--- src/rtl/readout_pkg.sv ---
package readout_pkg;

    // Interface mode chosen by the static mode pins.
    typedef enum logic [1:0] {
        RM_WORD   = 2'd0,
        RM_SERIAL = 2'd1,
        RM_BYTE   = 2'd2
    } rd_mode_e;

    // Decodes the two mode pins into an interface mode.
    function automatic rd_mode_e decode_mode(input logic ser, input logic byt);
        if (!ser)
            return RM_WORD;
        else if (byt)
            return RM_BYTE;
        else
            return RM_SERIAL;
    endfunction

endpackage

--- src/rtl/rdo_strobe_edges.sv ---
// Edge detector for the host strobes.
// Assumes cs_n and rd_n are synchronous to clk. Read edges count only
// while chip select is low.
module rdo_strobe_edges (
    input  logic clk,
    input  logic rst_n,
    input  logic cs_n,
    input  logic rd_n,
    output logic cs_fall,
    output logic rd_fall,
    output logic rd_rise
);
    logic cs_q;
    logic rd_q;

    // Keep the previous level of each strobe; both idle high.
    always_ff @(posedge clk) begin
        if (!rst_n) begin
            cs_q <= 1'b1;
            rd_q <= 1'b1;
        end else begin
            cs_q <= cs_n;
            rd_q <= rd_n;
        end
    end

    assign cs_fall = cs_q & ~cs_n;
    assign rd_fall = rd_q & ~rd_n & ~cs_n;
    assign rd_rise = ~rd_q & rd_n & ~cs_n;
endmodule

--- src/rtl/rdo_result_bank.sv ---
// Result register file: one register per channel, loaded together on load.
// Assumes load is a single-cycle strobe from the conversion sequencer.
module rdo_result_bank #(
    parameter int NCH = 8,
    parameter int DW  = 16
) (
    input  logic              clk,
    input  logic              rst_n,
    input  logic              load,
    input  logic [NCH*DW-1:0] din,
    output logic [NCH*DW-1:0] words
);
    for (genvar c = 0; c < NCH; c++) begin : g_ch
        // Capture this channel's result on the latch strobe.
        always_ff @(posedge clk) begin
            if (!rst_n)
                words[c*DW +: DW] <= '0;
            else if (load)
                words[c*DW +: DW] <= din[c*DW +: DW];
        end
    end
endmodule

--- src/rtl/rdo_word_port.sv ---
// Word and byte read path: channel pointer, byte phase and bus data register.
// Assumes rd_fall already means a read edge while chip select is low.
// A restart takes priority over a read in the same cycle.
module rdo_word_port #(
    parameter int NCH = 8,
    parameter int DW  = 16
) (
    input  logic              clk,
    input  logic              rst_n,
    input  logic              enable,
    input  logic              byte_mode,
    input  logic              hben,
    input  logic              restart,
    input  logic              rd_fall,
    input  logic [NCH*DW-1:0] words,
    output logic [DW-1:0]     data,
    output logic              first_word
);
    localparam int PW = (NCH > 1) ? $clog2(NCH) : 1;
    localparam int HB = DW / 2;

    logic [PW-1:0] ptr;
    logic          phase;
    logic [DW-1:0] cur;
    logic [PW-1:0] ptr_next;
    logic          hi_sel;

    // Select the word the pointer addresses.
    always_comb begin
        cur = words[DW-1:0];
        for (int c = 0; c < NCH; c++)
            if (ptr == PW'(c))
                cur = words[c*DW +: DW];
    end

    assign ptr_next   = (ptr == PW'(NCH - 1)) ? '0 : ptr + 1'b1;
    assign hi_sel     = phase ? ~hben : hben;
    assign first_word = (ptr == '0) && !phase;

    // Advance pointer and phase, and present the addressed word or byte.
    always_ff @(posedge clk) begin
        if (!rst_n) begin
            ptr   <= '0;
            phase <= 1'b0;
            data  <= '0;
        end else if (restart) begin
            ptr   <= '0;
            phase <= 1'b0;
        end else if (enable && rd_fall) begin
            if (byte_mode) begin
                data  <= hi_sel ? {{(DW-HB){1'b0}}, cur[DW-1:HB]}
                                : {{(DW-HB){1'b0}}, cur[HB-1:0]};
                phase <= ~phase;
                if (phase)
                    ptr <= ptr_next;
            end else begin
                data <= cur;
                ptr  <= ptr_next;
            end
        end
    end
endmodule

--- src/rtl/rdo_serial_lanes.sv ---
// Serial shifters: one shift register per line, each holding NCH/LANES channels.
// The lowest channel of a line sits at the MSB end. Loaded on the latch
// strobe, shifted left by one on each shift pulse, zero-filled.
module rdo_serial_lanes #(
    parameter int NCH   = 8,
    parameter int DW    = 16,
    parameter int LANES = 2
) (
    input  logic              clk,
    input  logic              rst_n,
    input  logic              load,
    input  logic              shift,
    input  logic [NCH*DW-1:0] din,
    output logic [LANES-1:0]  sdo,
    output logic              at_start
);
    localparam int CPL = NCH / LANES;
    localparam int LW  = CPL * DW;
    localparam int SBW = $clog2(LW + 1);

    logic [SBW-1:0] sbit;

    for (genvar l = 0; l < LANES; l++) begin : g_lane
        logic [LW-1:0] sr;
        logic [LW-1:0] img;

        // Arrange this line's channels, first channel at the MSB end.
        always_comb begin
            img = '0;
            for (int c = 0; c < CPL; c++)
                img[LW-1-c*DW -: DW] = din[(l*CPL+c)*DW +: DW];
        end

        // Load on latch; otherwise shift one bit per pulse.
        always_ff @(posedge clk) begin
            if (!rst_n)
                sr <= '0;
            else if (load)
                sr <= img;
            else if (shift)
                sr <= {sr[LW-2:0], 1'b0};
        end

        assign sdo[l] = sr[LW-1];
    end

    // Count bits shifted since the last load, saturating at the line length.
    always_ff @(posedge clk) begin
        if (!rst_n)
            sbit <= '0;
        else if (load)
            sbit <= '0;
        else if (shift && sbit != SBW'(LW))
            sbit <= sbit + 1'b1;
    end

    assign at_start = (sbit == '0);
endmodule

--- src/rtl/sample_readout.sv ---
// Top module of the sample readout interface.
// Serves latched results in word, byte or serial mode, and drives the
// first-channel indicator and all output enables. Assumes the mode pins
// change only while cs_n is high, and that host strobes are synchronous to clk.
module sample_readout #(
    parameter int NCH = 8,
    parameter int DW  = 16
) (
    input  logic              clk,
    input  logic              rst_n,
    input  logic              sel_serial,
    input  logic              sel_byte,
    input  logic              hben,
    input  logic              cs_n,
    input  logic              rd_sclk,
    input  logic              latch_stb,
    input  logic [NCH*DW-1:0] results,
    output logic [DW-1:0]     bus_data,
    output logic              bus_oe,
    output logic              sdo_a,
    output logic              sdo_b,
    output logic              sdo_oe,
    output logic              first_ch,
    output logic              first_oe
);
    import readout_pkg::*;

    localparam int LANES = 2;
    localparam int CW    = $clog2(DW + 1);

    rd_mode_e         mode;
    logic             ser;
    logic             cs_fall;
    logic             rd_fall;
    logic             rd_rise;
    logic             first_word;
    logic             at_start;
    logic [LANES-1:0] sdo;
    logic [NCH*DW-1:0] words;
    logic [CW-1:0]    fall_cnt;

    assign mode = decode_mode(sel_serial, sel_byte);
    assign ser  = (mode == RM_SERIAL);

    rdo_strobe_edges u_edges (
        .clk     (clk),
        .rst_n   (rst_n),
        .cs_n    (cs_n),
        .rd_n    (rd_sclk),
        .cs_fall (cs_fall),
        .rd_fall (rd_fall),
        .rd_rise (rd_rise)
    );

    rdo_result_bank #(.NCH(NCH), .DW(DW)) u_bank (
        .clk   (clk),
        .rst_n (rst_n),
        .load  (latch_stb),
        .din   (results),
        .words (words)
    );

    rdo_word_port #(.NCH(NCH), .DW(DW)) u_word (
        .clk        (clk),
        .rst_n      (rst_n),
        .enable     (!ser),
        .byte_mode  (mode == RM_BYTE),
        .hben       (hben),
        .restart    (latch_stb),
        .rd_fall    (rd_fall),
        .words      (words),
        .data       (bus_data),
        .first_word (first_word)
    );

    rdo_serial_lanes #(.NCH(NCH), .DW(DW), .LANES(LANES)) u_lanes (
        .clk      (clk),
        .rst_n    (rst_n),
        .load     (latch_stb),
        .shift    (ser && rd_rise),
        .din      (results),
        .sdo      (sdo),
        .at_start (at_start)
    );

    assign sdo_a = sdo[0];
    assign sdo_b = sdo[1];

    // Register the drive enables from the sampled chip select and read strobe.
    always_ff @(posedge clk) begin
        if (!rst_n) begin
            bus_oe   <= 1'b0;
            sdo_oe   <= 1'b0;
            first_oe <= 1'b0;
        end else begin
            bus_oe   <= !ser && !cs_n && !rd_sclk;
            sdo_oe   <= ser && !cs_n;
            first_oe <= !cs_n;
        end
    end

    // First-channel indicator: per-mode set and clear edges.
    always_ff @(posedge clk) begin
        if (!rst_n) begin
            first_ch <= 1'b0;
            fall_cnt <= '0;
        end else begin
            if (cs_fall) begin
                fall_cnt <= '0;
                first_ch <= ser ? at_start : 1'b0;
            end
            if (ser) begin
                if (rd_fall && !cs_fall) begin
                    if (fall_cnt == CW'(DW - 1))
                        first_ch <= 1'b0;
                    if (fall_cnt != CW'(DW))
                        fall_cnt <= fall_cnt + 1'b1;
                end
            end else if (rd_fall) begin
                first_ch <= first_word;
            end
        end
    end
endmodule

--- config.mk ---
export PLATFORM = sky130hd
export DESIGN_NAME = sample_readout
export DESIGN_NICKNAME = d
export VERILOG_FILES = /design/src/rtl/readout_pkg.sv /design/src/rtl/rdo_strobe_edges.sv /design/src/rtl/rdo_result_bank.sv /design/src/rtl/rdo_word_port.sv /design/src/rtl/rdo_serial_lanes.sv /design/src/rtl/sample_readout.sv
export SDC_FILE = /design/constraint.sdc
export NUM_CORES = 1
export LEC_CHECK = 0
export BUFFER_PORTS_ARGS = -buffer_cell sky130_fd_sc_hd__clkbuf_2
export CAP_MARGIN = 20
export CORE_MARGIN = 4
export CORE_UTILIZATION = 40
export CTS_CLUSTER_SIZE = 16
export DETAILED_ROUTE_END_ITERATION = 16
export PLACE_DENSITY_LB_ADDON = 0.15
export REMOVE_ABC_BUFFERS = 1
export SKIP_LAST_GASP = 1
export SYNTH_ARGS = -nofsm -noshare
export SYNTH_HDL_FRONTEND = slang
export SYNTH_HIERARCHICAL = 1
export SYNTH_SLANG_ARGS = --single-unit
--- constraint.sdc ---
create_clock -name clk -period 3.3 [get_ports clk]
set_input_delay 0.825 -clock clk [delete_from_list [all_inputs] [get_ports clk]]
set_output_delay 0.825 -clock clk [all_outputs]
set_load 0.1 [all_outputs]
==> flow_metrics.tcl <==
set metrics [dict create \
    clockRootBuffer "clkbuf_16" \
    fin_crit_sh 0.7675 \
    crit_fanout 28 \
    setup_viol 0 \
    post_cts_buffers 0 \
    ff2ff_path_depth 8 \
    critPathMaxStageDelay_ns 0.50 \
    syn_area_per_cell_sq_um 9.229 \
    power.clock.fraction 0.440 \
    hold_path.startpoint "u_word/data[4]" \
    drt-pass1-iter-count 4 \
    die_w_microns 197.7 \
    r2r_setup_slack_ns 0.77 \
    switchingPower_mw 2.001 \
    ys_warn_count 6 \
    ys_types 56 \
    p_leak_nw 6.552 \
    nFillCells 3538 \
    final_max_slew_viol_count 0 \
    ys_seq_area_frac 0.4091 \
    netlist_area_sq_um 14390 \
    synth_seq_cells 294 \
    worstSkewPairLatency_ns 0.50 \
    start_util 0.4055 \
    drc 0 \
    p_comb_frac 0.096 \
    cts_buffers 35 \
    min_to "u_word/data[4]" \
    final_nets 1805 \
    core_area_sq_um 35480 \
    whs_ns 0.4817 \
    critPathTopFamily "compound AO/OA/AOI/OAI gates" \
    post-place-ws_ns 0.3755 \
    multi_input_area_sq_um 7591 \
    start_kind "flop" \
    vias_per_cell 4.982 \
    cap_violations 0 \
    slew_headroom 0.2345 \
    cp.required_ns 3.69 \
    drive_above_1_share 0.1464 \
    io_buffers 157 \
    grt_remaining_overflow 0 \
    cp.arrival_ns 2.92 \
    grt_max_degree 213 \
    grt_pass1_vias 10324 \
    gr-usage-all-layers 0.1848 \
    synth_ff_type "dfxtp_1" \
    clock-sinks 294 \
    io_pins 158 \
    swShare 0.2408 \
    grt_pass1_wl_microns 57970 \
    htreeDepth 2 \
    clock.fmax_mhz 394.8 \
    place_congestion 0.8350 \
    final_common_cell "dfxtp_1" \
    wl_microns 37740 \
    dieHeight_microns 197.7 \
    ir_worst_vdd_mv 0.2963 \
    r2r_end "u_word/data[1]" \
    async_flop_share 0 \
    ctsHoldBuffers 0 \
    powerDensity_nw_per_um2 510.7 \
    seqPwrFrac 0.464 \
    cp_num_cells 8 \
    synth-edff-count 0 \
    drt_iter0_markers 524 \
    critical_path_class "reg2reg" \
    rsz0062_at_grt "false" \
    period_needed_ns 2.533 \
    clock_skew_ns 0.01556 \
    critPathBufInv 2 \
    fp-row-count 69 \
    fin_util 0.4587 \
    cts_tree "done" \
    ff_latch_area_sq_um 5886 \
    wl_per_cell_microns 17.67 \
    post-dp-hpwl_microns 26240 \
    power.total_mw 8.312 \
    end_kind "flop" \
    clkSlewWorstSetupHoldPaths_ns 0.06 \
    syn_inst 1559 \
    worstPathCellList "inv_1 > ha_2 > nor3_2 > buf_4 > nor2_4 > o31ai_1 > o22ai_1 > a22o_1" \
    cpMaxStageDelayCell "o31ai_1" \
    tightest_slew_ns 1.148 \
    cts_buffer_depth 3 \
    vias 10642 \
    hp-class "reg2reg" \
    hold-path-cell-count 1 \
    cts_resized 0 \
    antenna_found_initial 3 \
    internal-power_mw 6.310 \
    ant_nets 0 \
    syn2layout_area_growth_pct 13.12 \
    layout_common_cells "dfxtp_1, mux2i_1, nand2_1, o21ai_0, nor2b_1" \
    die-area_sq_um 39070 \
    outcome "finished, final reports clean" \
    hold_viol 0 \
    reg2reg_from "u_word/ptr[0]" \
    fin_ws_ns 0.7674 \
]
worst max path at each step:
stage	startpoint	end	slack, ns
6_report	u_word/ptr[0]	u_word/data[1]	0.77
3_5_place_dp	cs_n	u_word/data[3]	0.38
4_1_cts	u_word/ptr[0]	u_word/data[3]	0.77
3_3_place_gp	cs_n	u_word/data[5]	0.41
5_1_grt	u_word/ptr[0]	u_word/data[2]	0.62
2_1_floorplan	sel_serial	u_lanes/sbit[5]	-2.95
through the flow:
stage                     TNS, ns  instance area, sq um  cells
after floorplan           -376.15                 13550   1440
after global placement          0                 15190   2082
after detailed placement        0                 15190   2082
after CTS                       0                 16270   2135
after global routing            0                 16270   2135
final                           0                 16280   2136
worst register-to-register path, delay by kind of cell, from the launching register on:
kind / cells / cell delay, ns
flip-flops: 1 / 0.40
AO/OA/AOI/OAI: 3 / 0.86
adder cells (fa/ha/maj): 1 / 0.38
AND/OR/NAND/NOR: 2 / 0.47
buffers and inverters: 2 / 0.31
cells by family (layout without fill, tap and decap cells):
kind of cell / Yosys count / in the layout / synth area share
AO/OA/AOI/OAI: 249 / 249 / 0.1014
XOR/XNOR: 4 / 4 / 0.002435
adder cells (fa/ha/maj): 11 / 11 / 0.009566
buffers and inverters: 141 / 256 / 0.06366
flip-flops: 294 / 294 / 0.4091
multiplexers: 260 / 260 / 0.1809
other: 0 / 1 / 0
AND/OR/NAND/NOR: 600 / 600 / 0.2330
cells in the mapped netlist (all sizes together) (2+ instances only):
master | n | share of area
dfxtp | 294 | 0.41
mux2i | 260 | 0.18
nand2 | 181 | 0.048
o21ai | 177 | 0.062
nor2b | 159 | 0.069
and2 | 130 | 0.057
clkbuf | 68 | 0.019
buf | 50 | 0.038
nor2 | 36 | 0.0099
inv | 22 | 0.0057
nor3b | 21 | 0.011
and3b | 17 | 0.011
a22o | 15 | 0.0091
ha | 11 | 0.0096
nand3 | 11 | 0.0038
nand4 | 11 | 0.0048
a221oi | 9 | 0.0055
a21oi | 8 | 0.0028
a22oi | 8 | 0.0049
a311oi | 8 | 0.0049
nand2b | 8 | 0.0035
o22ai | 7 | 0.0030
o31ai | 7 | 0.0037
or4 | 7 | 0.0037
nand3b | 5 | 0.0026
or3 | 4 | 0.0017
a31oi | 3 | 0.0013
and3 | 3 | 0.0013
xor2 | 3 | 0.0018
a211o | 2 | 0.0012
nor3 | 2 | 0.0010
state kept, by name (all words and copies together) (netlist names):
register	cells
u_lanes/sbit	7
u_edges/cs_q	1
sdo_oe	1
first_oe	1
u_edges/rd_q	1
first_ch	1
u_word/phase	1
u_bank/words	128
bus_oe	1
u_word/ptr	3
u_lanes/g_lane.sr	128
u_word/data	16
fall_cnt	5
routing by layer:
layer,track usage,wire length [microns]
met5,0,42
met4,0.05993,1237
met3,0.04076,2064
met2,0.2931,16710
met1,0.2515,17690
power by group through the flow:
| stage | logic (mW) | registers, mW | clock network [mW] |
|---|---|---|---|
| after floorplan | 0.413 | 3.94 | 0 |
| after global placement | 0.789 | 3.93 | 0 |
| after detailed placement | 0.801 | 3.94 | 0 |
| after CTS | 0.804 | 3.86 | 3.76 |
| after global routing | 0.889 | 3.88 | 3.91 |
| final | 0.798 | 3.86 | 3.66 |
final cells by class:
cell class                 instances  share of cell area
multi-input combinational       1124              0.4664
sequential                       294              0.3616
clock buffer                      52             0.06588
timing repair buffer             181             0.06496
tap                              461             0.03544
inverter                          22            0.005074
clock inverter                     1           0.0004613
antenna                            1           0.0001538
(Power assumes the default switching activity.)
